File: config.mk
export PLATFORM = sky130hd
export DESIGN_NAME = tw_spi3_master
export DESIGN_NICKNAME = d
export VERILOG_FILES = /design/src/rtl/tw_spi_pkg.sv /design/src/rtl/tw_spi_divider.sv /design/src/rtl/tw_spi_shifter.sv /design/src/rtl/tw_spi_ctrl.sv /design/src/rtl/tw_spi3_master.sv
export SDC_FILE = /design/constraint.sdc
export NUM_CORES = 1
export LEC_CHECK = 0
export ABC_AREA = 1
export CAP_MARGIN = 20
export CORE_MARGIN = 2
export CORE_UTILIZATION = 50
export DETAILED_ROUTE_END_ITERATION = 8
export HOLD_SLACK_MARGIN = 0.12
export PLACE_DENSITY = 0.71
export RECOVER_POWER = 25
export SLEW_MARGIN = 30
export SYNTH_ARGS = -nofsm -noshare
export SYNTH_HDL_FRONTEND = slang
export SYNTH_SLANG_ARGS = --single-unit
File: constraint.sdc
create_clock -name clk -period 4.42 [get_ports clk]
set_input_delay 1.105 -clock clk [delete_from_list [all_inputs] [get_ports clk]]
set_output_delay 1.105 -clock clk [all_outputs]
set_load 0.05 [all_outputs]
File: src/rtl/tw_spi_pkg.sv
package tw_spi_pkg;
  typedef enum logic [2:0] {
    ST_IDLE,
    ST_LOW,
    ST_HIGH,
    ST_TAIL,
    ST_FIN
  } tw_state_e;
endpackage

File: src/rtl/tw_spi_divider.sv
module tw_spi_divider #(
  parameter int DIV_W = 8
) (
  input  logic             clk,
  input  logic             rst_n,
  input  logic             run_i,
  input  logic [DIV_W-1:0] half_i,
  output logic             tick_o
);
  logic [DIV_W-1:0] cnt_q, cnt_d;
  logic [DIV_W-1:0] half_q, half_d;

  assign tick_o = run_i && (cnt_q == half_q);

  always_comb begin
    cnt_d  = cnt_q;
    half_d = half_q;
    if (!run_i) begin
      cnt_d  = '0;
      half_d = half_i;
    end else if (tick_o) begin
      cnt_d = '0;
    end else begin
      cnt_d = cnt_q + DIV_W'(1);
    end
  end

  always_ff @(posedge clk or negedge rst_n) begin
    if (!rst_n) begin
      cnt_q  <= '0;
      half_q <= '0;
    end else begin
      cnt_q  <= cnt_d;
      half_q <= half_d;
    end
  end


  div_range_chk: assert property (@(posedge clk) disable iff (!rst_n)
    run_i |-> (cnt_q <= half_q));
endmodule

File: src/rtl/tw_spi_shifter.sv
module tw_spi_shifter #(
  parameter int DATA_W = 8
) (
  input  logic              clk,
  input  logic              rst_n,
  input  logic              load_i,
  input  logic              rise_i,
  input  logic              fall_i,
  input  logic [DATA_W-1:0] tx_byte_i,
  input  logic              sense_i,
  output logic              tx_msb_o,
  output logic [DATA_W-1:0] rx_byte_o,
  output logic              last_o
);
  localparam int BIT_W = $clog2(DATA_W);

  logic [DATA_W-1:0] tx_q, tx_d, rx_q, rx_d;
  logic [BIT_W-1:0]  bit_q, bit_d;

  assign tx_msb_o  = tx_q[DATA_W-1];
  assign rx_byte_o = rx_q;
  assign last_o    = (bit_q == BIT_W'(DATA_W-1));

  always_comb begin
    tx_d  = tx_q;
    rx_d  = rx_q;
    bit_d = bit_q;
    if (load_i) begin
      tx_d  = tx_byte_i;
      bit_d = '0;
    end else if (fall_i) begin
      tx_d  = {tx_q[DATA_W-2:0], 1'b0};
      bit_d = bit_q + BIT_W'(1);
    end
    if (rise_i) begin
      rx_d = {rx_q[DATA_W-2:0], ~sense_i};
    end
  end

  always_ff @(posedge clk or negedge rst_n) begin
    if (!rst_n) begin
      tx_q  <= '0;
      rx_q  <= '0;
      bit_q <= '0;
    end else begin
      tx_q  <= tx_d;
      rx_q  <= rx_d;
      bit_q <= bit_d;
    end
  end


  rx_inv_chk: assert property (@(posedge clk) disable iff (!rst_n)
    rise_i |=> (rx_q[0] == !$past(sense_i)));

  load_msb_chk: assert property (@(posedge clk) disable iff (!rst_n)
    load_i |=> (tx_msb_o == $past(tx_byte_i[DATA_W-1])) && (bit_q == '0));
endmodule

File: src/rtl/tw_spi_ctrl.sv
module tw_spi_ctrl
  import tw_spi_pkg::*;
#(
  parameter int CNT_W = 4
) (
  input  logic             clk,
  input  logic             rst_n,
  input  logic             start_i,
  input  logic [CNT_W-1:0] wr_cnt_i,
  input  logic [CNT_W-1:0] rd_cnt_i,
  input  logic             tick_i,
  input  logic             last_i,
  output logic             run_o,
  output logic             load_o,
  output logic             rise_o,
  output logic             fall_o,
  output logic             shifting_o,
  output logic             phase_wr_o,
  output logic             wr_next_o,
  output logic             rd_end_o,
  output logic             sclk_o,
  output logic             cs_n_o,
  output logic             busy_o,
  output logic             done_o
);
  tw_state_e        state_q, state_d;
  logic [CNT_W-1:0] wl_q, wl_d, rl_q, rl_d;
  logic [CNT_W-1:0] cand_wr, cand_rd;
  logic             ph_q, ph_d;
  logic             sclk_q, csn_q, done_q;
  logic             idle, byte_end, pick;

  assign idle       = (state_q == ST_IDLE);
  assign byte_end   = (state_q == ST_HIGH) && tick_i && last_i;
  assign pick       = (idle && start_i) || byte_end;
  assign cand_wr    = idle ? wr_cnt_i : wl_q;
  assign cand_rd    = idle ? rd_cnt_i : rl_q;
  assign run_o      = (state_q == ST_LOW) || (state_q == ST_HIGH) || (state_q == ST_TAIL);
  assign shifting_o = (state_q == ST_LOW) || (state_q == ST_HIGH);
  assign rise_o     = (state_q == ST_LOW) && tick_i;
  assign fall_o     = (state_q == ST_HIGH) && tick_i;
  assign phase_wr_o = ph_q;
  assign rd_end_o   = byte_end && !ph_q;
  assign busy_o     = !idle;
  assign sclk_o     = sclk_q;
  assign cs_n_o     = csn_q;
  assign done_o     = done_q;

  always_comb begin
    state_d   = state_q;
    wl_d      = wl_q;
    rl_d      = rl_q;
    ph_d      = ph_q;
    load_o    = 1'b0;
    wr_next_o = 1'b0;
    unique case (state_q)
      ST_IDLE: state_d = ST_IDLE;
      ST_LOW:  if (tick_i) state_d = ST_HIGH;
      ST_HIGH: if (tick_i && !last_i) state_d = ST_LOW;
      ST_TAIL: if (tick_i) state_d = ST_FIN;
      ST_FIN:  state_d = ST_IDLE;
      default: state_d = ST_IDLE;
    endcase
    if (pick) begin
      wl_d = cand_wr;
      rl_d = cand_rd;
      if (cand_wr != '0) begin
        wl_d      = cand_wr - CNT_W'(1);
        ph_d      = 1'b1;
        load_o    = 1'b1;
        wr_next_o = 1'b1;
        state_d   = ST_LOW;
      end else if (cand_rd != '0) begin
        rl_d    = cand_rd - CNT_W'(1);
        ph_d    = 1'b0;
        load_o  = 1'b1;
        state_d = ST_LOW;
      end else begin
        state_d = ST_TAIL;
      end
    end
  end

  always_ff @(posedge clk or negedge rst_n) begin
    if (!rst_n) begin
      state_q <= ST_IDLE;
      wl_q    <= '0;
      rl_q    <= '0;
      ph_q    <= 1'b0;
      sclk_q  <= 1'b0;
      csn_q   <= 1'b1;
      done_q  <= 1'b0;
    end else begin
      state_q <= state_d;
      wl_q    <= wl_d;
      rl_q    <= rl_d;
      ph_q    <= ph_d;
      sclk_q  <= (state_d == ST_HIGH);
      csn_q   <= (state_d == ST_IDLE) || (state_d == ST_FIN);
      done_q  <= (state_d == ST_FIN);
    end
  end


  sclk_cs_chk: assert property (@(posedge clk) disable iff (!rst_n)
    sclk_o |-> !cs_n_o);

  done_cs_chk: assert property (@(posedge clk) disable iff (!rst_n)
    done_o |-> (cs_n_o && !$past(cs_n_o)));

  busy_hold_chk: assert property (@(posedge clk) disable iff (!rst_n)
    (busy_o && !done_o) |=> busy_o);

  busy_start_chk: assert property (@(posedge clk) disable iff (!rst_n)
    $rose(busy_o) |-> $past(start_i));
endmodule

File: src/rtl/tw_spi3_master.sv
module tw_spi3_master #(
  parameter int DATA_W = 8,
  parameter int CNT_W  = 4,
  parameter int DIV_W  = 8
) (
  input  logic              clk,
  input  logic              rst_n,
  input  logic              start_i,
  input  logic [CNT_W-1:0]  wr_count_i,
  input  logic [CNT_W-1:0]  rd_count_i,
  input  logic [DIV_W-1:0]  half_div_i,
  input  logic [DATA_W-1:0] wr_data_i,
  output logic              wr_next_o,
  output logic [DATA_W-1:0] rd_data_o,
  output logic              rd_valid_o,
  output logic              busy_o,
  output logic              done_o,
  output logic              sclk_o,
  output logic              cs_n_o,
  output logic              line_pull_o,
  input  logic              line_sense_i
);
  logic              rst_meta_q, rst_sync_q;
  logic              tick, last, run, load, rise, fall, shifting, phase_wr, rd_end;
  logic              tx_msb;
  logic [DATA_W-1:0] rx_byte;
  logic [DATA_W-1:0] rd_data_q, rd_data_d;
  logic              rd_valid_q, rd_valid_d;

  // asynchronous assertion, synchronous release
  always_ff @(posedge clk or negedge rst_n) begin
    if (!rst_n) begin
      rst_meta_q <= 1'b0;
      rst_sync_q <= 1'b0;
    end else begin
      rst_meta_q <= 1'b1;
      rst_sync_q <= rst_meta_q;
    end
  end

  tw_spi_divider #(.DIV_W(DIV_W)) u_div (
    .clk    (clk),
    .rst_n  (rst_sync_q),
    .run_i  (run),
    .half_i (half_div_i),
    .tick_o (tick)
  );

  tw_spi_shifter #(.DATA_W(DATA_W)) u_shift (
    .clk       (clk),
    .rst_n     (rst_sync_q),
    .load_i    (load),
    .rise_i    (rise),
    .fall_i    (fall),
    .tx_byte_i (wr_data_i),
    .sense_i   (line_sense_i),
    .tx_msb_o  (tx_msb),
    .rx_byte_o (rx_byte),
    .last_o    (last)
  );

  tw_spi_ctrl #(.CNT_W(CNT_W)) u_ctrl (
    .clk        (clk),
    .rst_n      (rst_sync_q),
    .start_i    (start_i),
    .wr_cnt_i   (wr_count_i),
    .rd_cnt_i   (rd_count_i),
    .tick_i     (tick),
    .last_i     (last),
    .run_o      (run),
    .load_o     (load),
    .rise_o     (rise),
    .fall_o     (fall),
    .shifting_o (shifting),
    .phase_wr_o (phase_wr),
    .wr_next_o  (wr_next_o),
    .rd_end_o   (rd_end),
    .sclk_o     (sclk_o),
    .cs_n_o     (cs_n_o),
    .busy_o     (busy_o),
    .done_o     (done_o)
  );

  // pull low only for a zero bit of the write phase
  assign line_pull_o = shifting && phase_wr && !tx_msb;
  assign rd_data_o   = rd_data_q;
  assign rd_valid_o  = rd_valid_q;

  always_comb begin
    rd_valid_d = rd_end;
    rd_data_d  = rd_data_q;
    if (rd_end) rd_data_d = rx_byte;
  end

  always_ff @(posedge clk or negedge rst_sync_q) begin
    if (!rst_sync_q) begin
      rd_data_q  <= '0;
      rd_valid_q <= 1'b0;
    end else begin
      rd_data_q  <= rd_data_d;
      rd_valid_q <= rd_valid_d;
    end
  end


  pull_cs_chk: assert property (@(posedge clk) disable iff (!rst_sync_q)
    line_pull_o |-> !cs_n_o);

  wr_next_busy_chk: assert property (@(posedge clk) disable iff (!rst_sync_q)
    wr_next_o |=> busy_o);

  rd_valid_busy_chk: assert property (@(posedge clk) disable iff (!rst_sync_q)
    rd_valid_o |-> (busy_o && !cs_n_o));
endmodule

# After elaboration in Yosys (flattened, before gate mapping)
# Cells that the tools add are included.
[word_totals]
ff_bits = 61
latchBits = 0
mem_bits_rw = 0
mem_bits_ro = 0
output_inout_bits = 15
memories = 0
[op_classes]
n_addsub = 4
n_mul = 0
n_div = 0
magnitude_cmp = 0
n_eq_ne = 7
n_shift = 0
muxes = 25
bitwise = 1
reduce_logical = 24
[op_table]
columns = ["op", "count"]
rows = [
  ["$mux W8", 4],
  ["$mux W3", 7],
  ["$mux W4", 5],
  ["$eq A3 B2 Y1 const B", 3],
  ["$logic_and A1 B1 Y1", 9],
  ["$pmux W3 S3", 1],
  ["$add A8 B1 Y8 const B", 1],
  ["$eq A8 B8 Y1", 1],
  ["$reduce_bool A4 Y1", 2],
  ["$sub A4 B1 Y4 const B", 2],
  ["$mux W1", 7],
  ["$eq A3 B3 Y1 const B", 2],
  ["$logic_not A3 Y1", 2],
  ["$logic_not A1 Y1", 4],
  ["$logic_or A1 B1 Y1", 4],
  ["$reduce_bool A2 Y1", 2],
  ["$add A3 B1 Y3 const B", 1],
  ["$eq A3 B1 Y1 const B", 1],
  ["$mux W2", 1],
  ["$reduce_and A2 Y1", 1],
  ["$not A1 Y1", 1],
]

# Logic depth before layout (Yosys ltp)
[logic_depth]
depth_word = 10
depth_mapped = 14
depth_no_buf = 14

# Hierarchy
# A second synthesis with hierarchy kept.
[hier_totals]
hier_cells = 409
area_unflattened_um2 = 3208.1
[by_module_without_submodules]
columns = ["module", "instances", "cells_each", "area_each_um2", "seq_area_each_um2"]
rows = [
  ["tw_spi_ctrl", 1, 137, 1023.5, 376.6],
  ["tw_spi_divider", 1, 145, 988.4, 400.4],
  ["tw_spi_shifter", 1, 87, 804.5, 475.5],
  ["tw_spi3_master", 1, 40, 391.6, 275.3],
]

# Least setup slack after synthesis
# OpenSTA, ideal clock, no wires.
[synth_path]
path_kind = "input-to-output"
startpoint = "input port wr_count_i[0]"
endpoint = "output port wr_next_o"
arrival_ns = 2.286
t_required_ns = 3.315
setup_slack_ns = 1.029
path_stages = 8
path_buffers = 0
cell_sequence = "or2_2 > o21ai_2 > ha_1 > nand2_2 > nor2_8 > inv_1 > nand2_1 > inv_1"
[synth_via]
elab_chain_len = 4
[synth_lines]
columns = ["element", "line_no", "text"]
rows = [
  ["start: declaration", "tw_spi3_master.sv:9", "input logic [CNT_W-1:0] wr_count_i,"],
  ["$mux W4", "tw_spi_ctrl.sv:36", "assign cand_wr = idle ? wr_cnt_i : wl_q;"],
  ["$reduce_bool A4 Y1", "tw_spi_ctrl.sv:67", "if (cand_wr != '0) begin"],
  ["$mux W1", "tw_spi_ctrl.sv:67", ""],
  ["$mux W1", "tw_spi_ctrl.sv:64", "if (pick) begin"],
  ["end: declaration", "tw_spi3_master.sv:13", "output logic wr_next_o,"],
]
# No other way between the ends.

# Final worst setup path
# Same ends and word-level chain as after synthesis.

==> reports/results.ini <==
[worst_setup_path]
crit_path_end_kind=output port
arrival_ns=2.82
r2r_setup_slack_ns=1.80
critPathBufInv=4
worstReg2RegStart=rst_sync_q$_DFF_PN0_
path_cells=clkdlybuf4s50_1 > or2_2 > o21ai_2 > ha_1 > nand2_2 > nor2_8 > inv_1 > nand2_1 > inv_1 > buf_4
slowest_delay_ns=0.39
crit_top_cell=inv_1
cp_max_fo=8
cpLargestDelayFamily=buffers and inverters
slowest_stage=clkdlybuf4s50_1
crit_required_ns=3.31
path_class=primary input to output port
reg2reg_to=rd_valid_o$_DFF_PN0_
startpoint_type=primary input
r2r_cells=1

[finish]
final_util_pct=62.5
diodes=0
layout.nets=458
final_area_um2=3740
syn_to_final_growth_pct=20.0
layout-drive-gt1-share_pct=11.0
nFillCells=530

[clock_network]
postCtsResizedCells=0
cts_buffers=9
clk_latency_ns=0.33
cts_tree=yes
cts_sinks=61
clock_path_buffers=2
cts_root_buffer=clkbuf_8
ctsHtreeMaxLevel=3
clkSlewWorstSetupHoldPaths_ns=0.06
cts_hold_buf=0
postCtsSetupBuffers=0

[route]
dr_total_vias=2454
ant_nets=0
wl_per_cell_um=11.5
wl_um=5810
drc=0
via_per_inst=4.88
first_iter_violations=102
drtPass1Iterations=4

[placed_design]
post_dp_cell_area_um2=3580
port_buffers=42
dp_hpwl_um=4210
gp_congestion=0.862

[worst_hold_path]
min-delay-start=rst_meta_q$_DFF_PN0_
hold_end=rst_sync_q$_DFF_PN0_
whs_path_depth=0
hp-class=register to register

[power]
p_sw_uw=936
internal_power_mw=1.33
pwr-share-clk_pct=18.8
sw_frac_of_total_pct=41.3
vdd_drop_max_uv=368
p_comb_share_pct=43.2
power_mw=2.27
p_seq_share_pct=38.0
leakagePower_nw=1.97
p_per_area_nw_per_um2=606

[synthesis]
ys_types=35
netlist_area_um2=3120
ys_seq_area_share_pct=49.0
syn_area_per_cell_um2=8.26
synthCells=378
yosys_warnings=0
ys_ff_latch=61
syn_nets=411

[grt]
grt_start_max_net_pins=36
grt_overflow=0
grt_pass1_wl_um=9980
grt_antenna_before_repair=0
track_usage_pct=17.7
grt_pass1_vias=2384

[die]
die_w_um=83
dieArea_um2=6890
ios=43
start_util_pct=52.1
die_height_um=83
fp.coreArea_um2=5990
rows=28

[timing]
drv_slew=36
tightest_slew_ns=1.82
fmax_mhz=255
period_share_pct=88.7
fin_skew_ns=0.00529
relSlewSlack_pct=-21.2
hold_viol=0
fin_setup_tns_ns=0
rsz0062_at_grt=no
setup_viol=0
fin_crit_ns=3.92

[status]
violations=max-capacitance violations, max-slew violations
status=finished, violations left

[job]
drv_cap=1

-- cell type report --
class	count	area [um^2]	share of cell area, %
clock buffers	12	155	4.14
clock inverters	2	10.0	0.267
inverters	63	236	6.31
multi-input cells	246	1290	34.5
flip-flops and latches	61	1530	40.8
well taps	75	93.8	2.51
repair buffers	44	429	11.5
-- power groups by stage --
stage | Sequential, mW | Combinational (mW) | Clock (mW)
after floorplan | 0.867 | 0.781 | 0
after global placement | 0.864 | 0.951 | 0
after detailed placement | 0.872 | 0.982 | 0
after CTS | 0.862 | 0.988 | 0.439
after global routing | 0.881 | 1.11 | 0.462
final | 0.862 | 0.980 | 0.426
-- cells by family after synthesis --
kind of cell / share of synthesized area [%]
compound gates: 6.46
xor+xnor: 3.09
fa+ha+maj: 2.00
buf+inv: 9.62
flops: 49.0
other cells: 0.120
simple gates: 29.8
-- worst max-delay path by stage --
stage               slack [ns]          start   endpoint  cells past startpoint
floorplan                 1.03  wr_count_i[0]  wr_next_o                      8
global placement          0.54  wr_count_i[0]  wr_next_o                     10
detailed placement        0.50  wr_count_i[0]  wr_next_o                     10
CTS                       0.49  wr_count_i[0]  wr_next_o                     10
global route              0.38  wr_count_i[0]  wr_next_o                     10
finish                    0.50  wr_count_i[0]  wr_next_o                     10
-- Yosys cell counts, drive strengths merged --
| master | n | area share [%] |
|---|---|---|
| nand4 | 3 | 0.80 |
| inv | 62 | 7.5 |
| nor2 | 43 | 6.5 |
| nand3b | 1 | 0.24 |
| xnor2 | 4 | 1.1 |
| a31oi | 1 | 0.20 |
| ha | 5 | 2.0 |
| nand3 | 35 | 6.4 |
| clkinv | 1 | 0.12 |
| a21boi | 2 | 0.48 |
| nor3 | 6 | 1.3 |
| or2 | 1 | 0.20 |
| buf | 8 | 2.0 |
| o21ai | 19 | 3.5 |
| conb | 1 | 0.12 |
| dfstp | 1 | 0.84 |
| nand2 | 103 | 14 |
| dfrtp | 60 | 48 |
| nor3b | 1 | 0.24 |
| a21oi | 14 | 2.2 |
| xor2 | 7 | 2.0 |
-- per-stage QoR --
| step | setup WS, ns | hold slack [ns] | std cells |
|---|---|---|---|
| floorplan | 1.03 | 0.331 | 378 |
| global placement | 0.542 | 0.278 | 489 |
| finish | 0.499 | 0.367 | 503 |
| detailed placement | 0.499 | 0.278 | 489 |
| global route | 0.381 | 0.386 | 503 |
| CTS | 0.493 | 0.277 | 503 |
-- placed cells by master (no fill, tap or decap), types with 2 or more instances in the layout --
master           count
nor2_1              39
nand2_4              5
nor2_8               2
ha_1                 5
nor3_1               5
clkinv_2             2
nand4_1              2
xnor2_1              4
clkdlybuf4s50_1     40
a21oi_1             14
o21ai_1              6
o21ai_0              9
nand3_2              5
o21ai_2              4
xor2_1               7
buf_4                2
dfrtp_1             60
nand3_1             30
inv_2                5
nand2_2              5
nand2_1             93
a21boi_0             2
clkbuf_1             2
inv_1               57
clkbuf_8            11
-- flip-flops by register name, summed over array words and instances (netlist names) --
signal,count
u_div.half_q,8
rd_data_o,8
u_ctrl.done_o,1
u_shift.rx_byte_o,8
rst_sync_q,1
u_ctrl.cs_n_o,1
u_ctrl.state_q,3
u_div.cnt_q,8
u_shift.tx_q,8
u_shift.bit_q,3
rd_valid_o,1
u_ctrl.rl_q,4
u_ctrl.phase_wr_o,1
u_ctrl.sclk_o,1
rst_meta_q,1
u_ctrl.wl_q,4
-- routing by layer --
layer,share of wire [%],vias up,GRT usage [%]
met5,0,-,0
met4,2.3,0,8.05
met3,3.9,14,4.27
met2,48,60,30.8
met1,46,1118,20.6
li1,-,1262,-
No activity file was read; power rests on OpenSTA's default activity.
